`src/rtl/hport_pkg.sv`:
```
package hport_pkg;
  localparam int ADDR_W = 6;
  localparam int DATA_W = 32;

  localparam logic [ADDR_W-1:0] A_LBL = 6'h00;
  localparam logic [ADDR_W-1:0] A_LBH = 6'h04;
  localparam logic [ADDR_W-1:0] A_RBL = 6'h08;
  localparam logic [ADDR_W-1:0] A_RBH = 6'h0C;
  localparam logic [ADDR_W-1:0] A_ISR = 6'h10;
  localparam logic [ADDR_W-1:0] A_IEN = 6'h14;
  localparam logic [ADDR_W-1:0] A_CMD = 6'h18;
  localparam logic [ADDR_W-1:0] A_TFD = 6'h20;
  localparam logic [ADDR_W-1:0] A_SIG = 6'h24;
  localparam logic [ADDR_W-1:0] A_LST = 6'h28;
  localparam logic [ADDR_W-1:0] A_LCT = 6'h2C;
  localparam logic [ADDR_W-1:0] A_LER = 6'h30;
  localparam logic [ADDR_W-1:0] A_LAC = 6'h34;
  localparam logic [ADDR_W-1:0] A_ISS = 6'h38;

  localparam int CMD_START = 0;
  localparam int CMD_RXEN  = 4;
  localparam int CMD_RXRUN = 14;
  localparam int CMD_LRUN  = 15;

  localparam int N_ENG = 2;
  localparam int DET_W = 4;
endpackage

```
`src/rtl/hport_eng_ctl.sv`:
```
module hport_eng_ctl (
  input  logic en,
  input  logic run_q,
  input  logic addr_ok,
  output logic run_d,
  output logic fail
);
  always_comb begin
    run_d = run_q;
    fail  = 1'b0;
    if (en) begin
      if (addr_ok) run_d = 1'b1;
      else         fail  = 1'b1;
    end else begin
      run_d = 1'b0;
    end
  end
endmodule

```
`src/rtl/hport_irq.sv`:
```
module hport_irq #(
  parameter int          DW      = 32,
  parameter logic [31:0] IE_MASK = 32'hFDC0_00FF
) (
  input  logic          clk,
  input  logic          rst,
  input  logic          wr_is,
  input  logic          wr_ie,
  input  logic          clr_all,
  input  logic [DW-1:0] wdata,
  input  logic [DW-1:0] hw_set,
  output logic [DW-1:0] is_q,
  output logic [DW-1:0] ie_q,
  output logic          irq
);
  localparam logic [DW-1:0] MASK = DW'(IE_MASK);
  logic [DW-1:0] is_n, ie_n;

  always_comb begin
    if (clr_all) is_n = '0;
    else         is_n = (wr_is ? (is_q & ~wdata) : is_q) | hw_set;
    ie_n = wr_ie ? (wdata & MASK) : ie_q;
  end

  always_ff @(posedge clk) begin
    if (rst) begin
      is_q <= '0;
      ie_q <= '0;
      irq  <= 1'b0;
    end else begin
      is_q <= is_n;
      ie_q <= ie_n;
      irq  <= |(is_n & ie_n);
    end
  end
endmodule

```
`src/rtl/hport_link.sv`:
```
module hport_link #(
  parameter int DW    = 32,
  parameter int DET_W = 4
) (
  input  logic          clk,
  input  logic          rst,
  input  logic          wr_ctl,
  input  logic          wr_err,
  input  logic          wr_act,
  input  logic          wr_iss,
  input  logic [DW-1:0] wdata,
  input  logic [DW-1:0] err_set,
  output logic [DW-1:0] ctl_q,
  output logic [DW-1:0] err_q,
  output logic [DW-1:0] act_q,
  output logic [DW-1:0] iss_q,
  output logic          prst_now,
  output logic          port_rst,
  output logic          iss_stb
);
  assign prst_now = wr_ctl && (ctl_q[DET_W-1:0] == DET_W'(1))
                           && (wdata[DET_W-1:0] == '0);

  always_ff @(posedge clk) begin
    if (rst) begin
      ctl_q    <= '0;
      err_q    <= '0;
      act_q    <= '0;
      iss_q    <= '0;
      port_rst <= 1'b0;
      iss_stb  <= 1'b0;
    end else begin
      port_rst <= prst_now;
      iss_stb  <= wr_iss;
      if (wr_ctl) ctl_q <= wdata;
      if (prst_now) begin
        err_q <= '0;
        act_q <= '0;
        iss_q <= '0;
      end else begin
        err_q <= (wr_err ? (err_q & ~wdata) : err_q) | err_set;
        if (wr_act) act_q <= act_q | wdata;
        if (wr_iss) iss_q <= iss_q | wdata;
      end
    end
  end
endmodule

```
`src/rtl/hport_csr.sv`:
```
module hport_csr
  import hport_pkg::*;
#(
  parameter int          AW      = ADDR_W,
  parameter int          DW      = DATA_W,
  parameter logic [31:0] IE_MASK = 32'hFDC0_00FF
) (
  input  logic          clk,
  input  logic          rst,
  input  logic [AW-1:0] addr,
  input  logic [DW-1:0] wdata,
  input  logic          we,
  output logic [DW-1:0] rdata,
  input  logic          list_ok,
  input  logic          rx_ok,
  input  logic [DW-1:0] irq_set,
  input  logic [DW-1:0] lerr_set,
  input  logic [DW-1:0] tfd_in,
  input  logic [DW-1:0] sig_in,
  input  logic [DW-1:0] ssts_in,
  output logic          irq,
  output logic          port_rst,
  output logic          init_req,
  output logic          issue_stb,
  output logic          eng_err
);
  localparam logic [DW-1:0] RO_MASK = (DW'(1) << CMD_LRUN) | (DW'(1) << CMD_RXRUN);

  logic [DW-1:0] lbl_q, lbh_q, rbl_q, rbh_q, cmd_q, cmd_w, merged;
  logic [DW-1:0] is_q, ie_q, ctl_q, err_q, act_q, ci_q, rd_mux;
  logic          sent_q, prst_now, wr_cmd;
  logic [N_ENG-1:0] eng_en, eng_run_q, eng_ok, eng_run_d, eng_fail;

  function automatic logic hit(input logic [AW-1:0] a, input logic [ADDR_W-1:0] c);
    return a == AW'(c);
  endfunction

  assign wr_cmd = we && hit(addr, A_CMD);
  assign merged = (cmd_q & RO_MASK) | (wdata & ~RO_MASK);

  assign eng_en    = {merged[CMD_RXEN], merged[CMD_START]};
  assign eng_run_q = {cmd_q[CMD_RXRUN], cmd_q[CMD_LRUN]};
  assign eng_ok    = {rx_ok, list_ok};

  for (genvar g = 0; g < N_ENG; g++) begin : g_eng
    hport_eng_ctl u_eng (
      .en(eng_en[g]), .run_q(eng_run_q[g]), .addr_ok(eng_ok[g]),
      .run_d(eng_run_d[g]), .fail(eng_fail[g])
    );
  end

  always_comb begin
    cmd_w = merged;
    cmd_w[CMD_LRUN]  = eng_run_d[0];
    cmd_w[CMD_RXRUN] = eng_run_d[1];
  end

  hport_irq #(.DW(DW), .IE_MASK(IE_MASK)) u_irq (
    .clk(clk), .rst(rst),
    .wr_is(we && hit(addr, A_ISR)), .wr_ie(we && hit(addr, A_IEN)),
    .clr_all(prst_now), .wdata(wdata), .hw_set(irq_set),
    .is_q(is_q), .ie_q(ie_q), .irq(irq)
  );

  hport_link #(.DW(DW), .DET_W(DET_W)) u_link (
    .clk(clk), .rst(rst),
    .wr_ctl(we && hit(addr, A_LCT)), .wr_err(we && hit(addr, A_LER)),
    .wr_act(we && hit(addr, A_LAC)), .wr_iss(we && hit(addr, A_ISS)),
    .wdata(wdata), .err_set(lerr_set),
    .ctl_q(ctl_q), .err_q(err_q), .act_q(act_q), .iss_q(ci_q),
    .prst_now(prst_now), .port_rst(port_rst), .iss_stb(issue_stb)
  );

  always_ff @(posedge clk) begin
    if (rst) begin
      lbl_q <= '0; lbh_q <= '0; rbl_q <= '0; rbh_q <= '0;
      cmd_q <= '0; sent_q <= 1'b0; init_req <= 1'b0; eng_err <= 1'b0;
    end else begin
      if (we && hit(addr, A_LBL)) lbl_q <= wdata;
      if (we && hit(addr, A_LBH)) lbh_q <= wdata;
      if (we && hit(addr, A_RBL)) rbl_q <= wdata;
      if (we && hit(addr, A_RBH)) rbh_q <= wdata;
      eng_err  <= wr_cmd && (|eng_fail);
      init_req <= wr_cmd && eng_run_d[1] && !sent_q;
      if (wr_cmd && eng_run_d[1]) sent_q <= 1'b1;
      if (prst_now)    cmd_q <= cmd_q & ~RO_MASK;
      else if (wr_cmd) cmd_q <= cmd_w;
    end
  end

  always_comb begin
    rd_mux = '0;
    if      (hit(addr, A_LBL)) rd_mux = lbl_q;
    else if (hit(addr, A_LBH)) rd_mux = lbh_q;
    else if (hit(addr, A_RBL)) rd_mux = rbl_q;
    else if (hit(addr, A_RBH)) rd_mux = rbh_q;
    else if (hit(addr, A_ISR)) rd_mux = is_q;
    else if (hit(addr, A_IEN)) rd_mux = ie_q;
    else if (hit(addr, A_CMD)) rd_mux = cmd_q;
    else if (hit(addr, A_TFD)) rd_mux = tfd_in;
    else if (hit(addr, A_SIG)) rd_mux = sig_in;
    else if (hit(addr, A_LST)) rd_mux = ssts_in;
    else if (hit(addr, A_LCT)) rd_mux = ctl_q;
    else if (hit(addr, A_LER)) rd_mux = err_q;
    else if (hit(addr, A_LAC)) rd_mux = act_q;
    else if (hit(addr, A_ISS)) rd_mux = ci_q;
  end

  always_ff @(posedge clk) begin
    if (rst) rdata <= '0;
    else     rdata <= rd_mux;
  end
endmodule

```
`config.mk`:
```
export PLATFORM = sky130hd
export DESIGN_NAME = hport_csr
export DESIGN_NICKNAME = d
export VERILOG_FILES = /design/src/rtl/hport_pkg.sv /design/src/rtl/hport_eng_ctl.sv /design/src/rtl/hport_irq.sv /design/src/rtl/hport_link.sv /design/src/rtl/hport_csr.sv
export SDC_FILE = /design/constraint.sdc
export NUM_CORES = 1
export LEC_CHECK = 0
export BUFFER_PORTS_ARGS = -buffer_cell sky130_fd_sc_hd__buf_4
export CELL_PAD_IN_SITES_DETAIL_PLACEMENT = 0
export CELL_PAD_IN_SITES_GLOBAL_PLACEMENT = 2
export CORE_ASPECT_RATIO = 0.7
export CORE_MARGIN = 1
export CORE_UTILIZATION = 33
export CTS_CLUSTER_DIAMETER = 30
export CTS_CLUSTER_SIZE = 12
export DETAILED_ROUTE_END_ITERATION = 8
export PLACE_DENSITY = 0.8
export SKIP_CTS_REPAIR_TIMING = 1
export SLEW_MARGIN = 20
export SYNTH_ARGS = -nofsm -noshare
export SYNTH_HDL_FRONTEND = slang
export SYNTH_SLANG_ARGS = --single-unit
```
`constraint.sdc`:
```
create_clock -name clk -period 2.8 [get_ports clk]
set_clock_uncertainty 0.2 [all_clocks]
set_input_delay 0.14 -clock clk [delete_from_list [all_inputs] [get_ports clk]]
set_output_delay 0.14 -clock clk [all_outputs]
set_load 0.005 [all_outputs]
```
==> qor_table.md <==
| Group | Parameter | This run |
| --- | --- | --- |
| outcome | Run status | complete, but fails checks |
| outcome | Failing checks | hold timing |
| setup path | Type of the setup path with the least slack | in2reg |
| setup path | Crit path max fanout | 11 |
| detailed routing | Routed length on met1 | 33.1 mm |
| logic synthesis | Unique cell type count in the Yosys netlist | 58 |
| logic synthesis | Yosys warnings | 0 |
| floorplan | Total Die Area | 50100 um2 |
| global routing | GRT Resource Usage Total | 26.9% |
| floorplan | Standard cell core area | 48200 um2 |
| cells and area | Number of antenna diodes | 0 |
| cts | Clock-pin transition on the worst setup and hold timing paths | 0.05 ns |
| cells and area | Fraction of layout cells with a size suffix above 1 | 19.7% |
| timing | Worst Slack Setup Final | 0.142 ns |
| detailed routing | Average via count per standard cell | 5.38 |
| timing | Post-layout minimum cycle time | 2.66 ns |
| detailed routing | Metal3 WL | 6.57 mm |
| logic synthesis | Fraction of registers with async set or reset after synthesis | 0% |
| cts | CTS tree | done |
| cells and area | Fillcell total | 4656 |
| detailed routing | Uppermost layer routed | met4 |
| logic synthesis | Synthesized netlist net count | 2286 |
| cells and area | Total number of nets in the final design | 2701 |
| timing | Worst hold slack | -0.0603 ns |
| logic synthesis | Synth Flop Type | sky130_fd_sc_hd__dfxtp_1 |
| logic synthesis | Gate count of the mapped netlist | 2083 |
| global routing | First-pass GRT wire length | 100 mm |
| place | Placement-stage worst setup slack | -0.0893 ns |
| cts | Number of buffers created by CTS | 81 |
| place | Routability congestion estimate | 0.857 |
| cells and area | Utilization after layout | 49.4% |
| cts | Maximum level of the CTS H-tree | 3 |
| floorplan | Die X | 267 um |
| logic synthesis | Number of enable-type register cells in the synthesized netlist | 0 |
| logic synthesis | Share of synthesized area occupied by flip-flops and latches | 48.1% |
| setup path | Worst R2R End | u_irq.is_q[22] |
| logic synthesis | Flops & latches, synth | 390 |
| place | PortBufs | 239 |
| setup path | Endpoint class of the critical path | flip-flop |
| setup path | Reg-to-Reg Start | u_link.ctl_q[0] |
| timing | Setup repair after global routing missed its margin | false |
| setup path | Critical path startpoint category | primary input |
| global routing | Vias in the first global route | 15600 |
| worst hold path | Hold Path Stages | 5 |
| floorplan | Starting utilization of the core area | 33.7% |
| worst hold path | Worst Hold Class | in2reg |
| cells and area | Layout-stage area growth over the synthesis result | 46.8% |
| cts | Root cell of the clock tree | sky130_fd_sc_hd__clkbuf_16 |
| floorplan | Vertical extent of the die | 188 um |
| detailed routing | Drt first pass iters | 7 |
| logic synthesis | Mean area per synthesized cell | 7.79 um2 |
| logic synthesis | Most area-hungry cell type in the Yosys netlist | sky130_fd_sc_hd__dfxtp_1 |
| setup path | Timing endpoint of the critical path | rdata[29] |
| timing | Final setup vio count | 0 |
| timing | Number of hold violations in the final report | 12 |
| setup path | Flop-to-flop setup slack | 0.31 ns |
| place | Half-perimeter wire length after detailed placement | 47.4 mm |
| setup path | Startpoint of the worst setup timing path | addr[1] |
| detailed routing | Total length of routed met2 wires | 29.2 mm |
| power | Leakage power | 0.00921 uW |
| cts | Number of clock sinks | 390 |
| detailed routing | Drt total wl | 70.3 mm |
| logic synthesis | Top cell type's share of synthesized area | 48.1% |
| timing | Slew of the pin with the lowest slew margin | 1.00 ns |
| cts | Clock latency reported for the late side of the worst-skew pair | 0.60 ns |
| detailed routing | Number of antenna-violating nets in the routed design | 0 |
| global routing | Initial antenna violation count | 0 |
| detailed routing | DRC | 0 |
| detailed routing | Initial detailed-routing violation count | 1737 |
| setup path | Required time of the critical path | 3.11 ns |
| floorplan | I/O pin cnt | 240 |
| logic synthesis | Synth area leaders | sky130_fd_sc_hd__dfxtp_1, sky130_fd_sc_hd__nand2_1, sky130_fd_sc_hd__a21oi_1, sky130_fd_sc_hd__nor2_1, sky130_fd_sc_hd__a222oi_1 |
| detailed routing | Routed wire length per instance | 21.8 um |
| global routing | Overflow left after global routing | 0 |
| floorplan | Cell Rows | 67 |
| cts | Buffer levels on the longest clock path | 3 |
| timing | Share of the cycle needed by the critical path after routing | 94.9% |
| power | Peak supply drop | 0.465 mV |
| timing | Final max-slew violation count | 0 |
| timing | Max-slew headroom | 32.8% |
| global routing | Pin count of the biggest net entering global routing | 95 |
| setup path | Arrival time at the worst endpoint | 2.97 ns |
| detailed routing | Vias after detailed routing | 17300 |
| power | Power density over the cells | 713 nW/um2 |
| setup path | Register-to-Register Path Depth | 6 |
| job | Total of max-cap violations | 0 |
| logic synthesis | Post-synthesis instance area | 16200 um2 |
| timing | Maximum frequency from static timing analysis | 376 MHz |
cell type report:
type	instances	area (um2)	area share (%)
Clock buffer	108	2400	10.1
Clock inverter	42	517	2.17
Inverter	16	60.1	0.252
Multi-Input combinational cell	1481	7510	31.5
Sequential cell	390	7810	32.8
Tap cell	655	820	3.44
Timing Repair Buffer	528	4700	19.7
metal layers:
layer	vias to the layer above	track usage, %
met5	-	0
met4	0	6.74
met3	109	6.17
met2	814	37.7
met1	8296	40.7
li1	8102	-
how the worst min path moves through the flow:
stage                 start               end
6_report          sig_in[9]          rdata[9]
3_5_place_dp   lerr_set[16]  u_link.err_q[16]
5_1_grt         ssts_in[23]         rdata[23]
2_1_floorplan   irq_set[10]    u_irq.is_q[10]
3_3_place_gp   lerr_set[16]  u_link.err_q[16]
4_1_cts        lerr_set[16]  u_link.err_q[16]
cells by family after synthesis:
family,after synthesis,share of synthesized area (%)
and+or+nand+nor,854,21.7
buffers and inverters,212,5.74
DFF,390,48.1
muxes,11,0.679
AOI/OAI and AO/OA,616,23.8
cell usage in the layout (no fill, tap or decap), drive strengths merged, types with 6 or more instances in the layout:
cell	netlist	routed
bufinv	0	10
nor2b	7	7
nand3	8	8
a31oi	14	14
a22oi	30	30
mux2i	11	11
a222oi	52	52
dfxtp	390	390
clkbuf	134	108
a221oi	29	29
nor2	198	198
dlygate4sd3	0	193
and2	16	16
clkinv	0	20
a21oi	360	360
nand2	559	559
buf	62	335
and3	28	28
o21ai	30	30
inv	16	22
a311oi	22	22
o22ai	29	29
nor4	7	7
clkinvlp	0	6
nor3	14	14
a211oi	11	11
per-stage QoR:
step / std cells / instance area [um2] / TNS (ns) / power (uW)
3_5_place_dp: 2877 / 19000 / -0.0893 / 6690
4_1_cts: 3027 / 21900 / 0 / 16900
3_3_place_gp: 2877 / 19000 / -0.0350 / 6690
5_1_grt: 3220 / 23800 / 0 / 17500
2_1_floorplan: 2083 / 16200 / 0 / 6160
6_report: 3220 / 23800 / 0 / 17000
cell usage after synthesis, types with 11 or more instances:
| library cell | number |
|---|---|
| sky130_fd_sc_hd__a31oi_1 | 14 |
| sky130_fd_sc_hd__clkbuf_1 | 134 |
| sky130_fd_sc_hd__a222oi_1 | 52 |
| sky130_fd_sc_hd__a22oi_1 | 30 |
| sky130_fd_sc_hd__nor2_1 | 192 |
| sky130_fd_sc_hd__buf_2 | 48 |
| sky130_fd_sc_hd__o21ai_0 | 26 |
| sky130_fd_sc_hd__nand2_1 | 559 |
| sky130_fd_sc_hd__and3_1 | 28 |
| sky130_fd_sc_hd__and2_1 | 16 |
| sky130_fd_sc_hd__dfxtp_1 | 390 |
| sky130_fd_sc_hd__a221oi_1 | 29 |
| sky130_fd_sc_hd__a311oi_1 | 22 |
| sky130_fd_sc_hd__a21oi_1 | 360 |
| sky130_fd_sc_hd__mux2i_1 | 11 |
| sky130_fd_sc_hd__inv_1 | 16 |
| sky130_fd_sc_hd__o22ai_1 | 29 |
| sky130_fd_sc_hd__nor3_1 | 11 |
| sky130_fd_sc_hd__a211oi_1 | 11 |
report_power, final:
group | total, uW | leakage (uW) | switching (uW) | internal (uW)
combinational | 1110 | 0.00461 | 574 | 535
sequential | 5730 | 0.00316 | 67.6 | 5660
clock | 10200 | 0.00144 | 3220 | 6940
total | 17000 | 0.00921 | 3860 | 13100
sequential cells by signal, summed over array words and instances, names as in the netlist, 32 cells and up:
| signal | flops |
|---|---|
| cmd_q | 32 |
| lbh_q | 32 |
| lbl_q | 32 |
| rbh_q | 32 |
| rbl_q | 32 |
| rdata | 32 |
| u_irq.ie_q | 32 |
| u_irq.is_q | 32 |
| u_link.act_q | 32 |
| u_link.ctl_q | 32 |
| u_link.err_q | 32 |
| u_link.iss_q | 32 |
critical path, cell delays in order:
cell and delay [ns]:
sky130_fd_sc_hd__buf_4 0.15, sky130_fd_sc_hd__or4_4 0.60, sky130_fd_sc_hd__nor2_2 0.33, sky130_fd_sc_hd__buf_4 0.29, sky130_fd_sc_hd__a221oi_1 0.07, sky130_fd_sc_hd__o21ai_1 0.31
sky130_fd_sc_hd__o211a_1 0.21, sky130_fd_sc_hd__o21ai_1 0.07, sky130_fd_sc_hd__dlygate4sd3_1 0.56, sky130_fd_sc_hd__a211oi_1 0.24
Note: power is estimated with default switching activity, not from simulation.
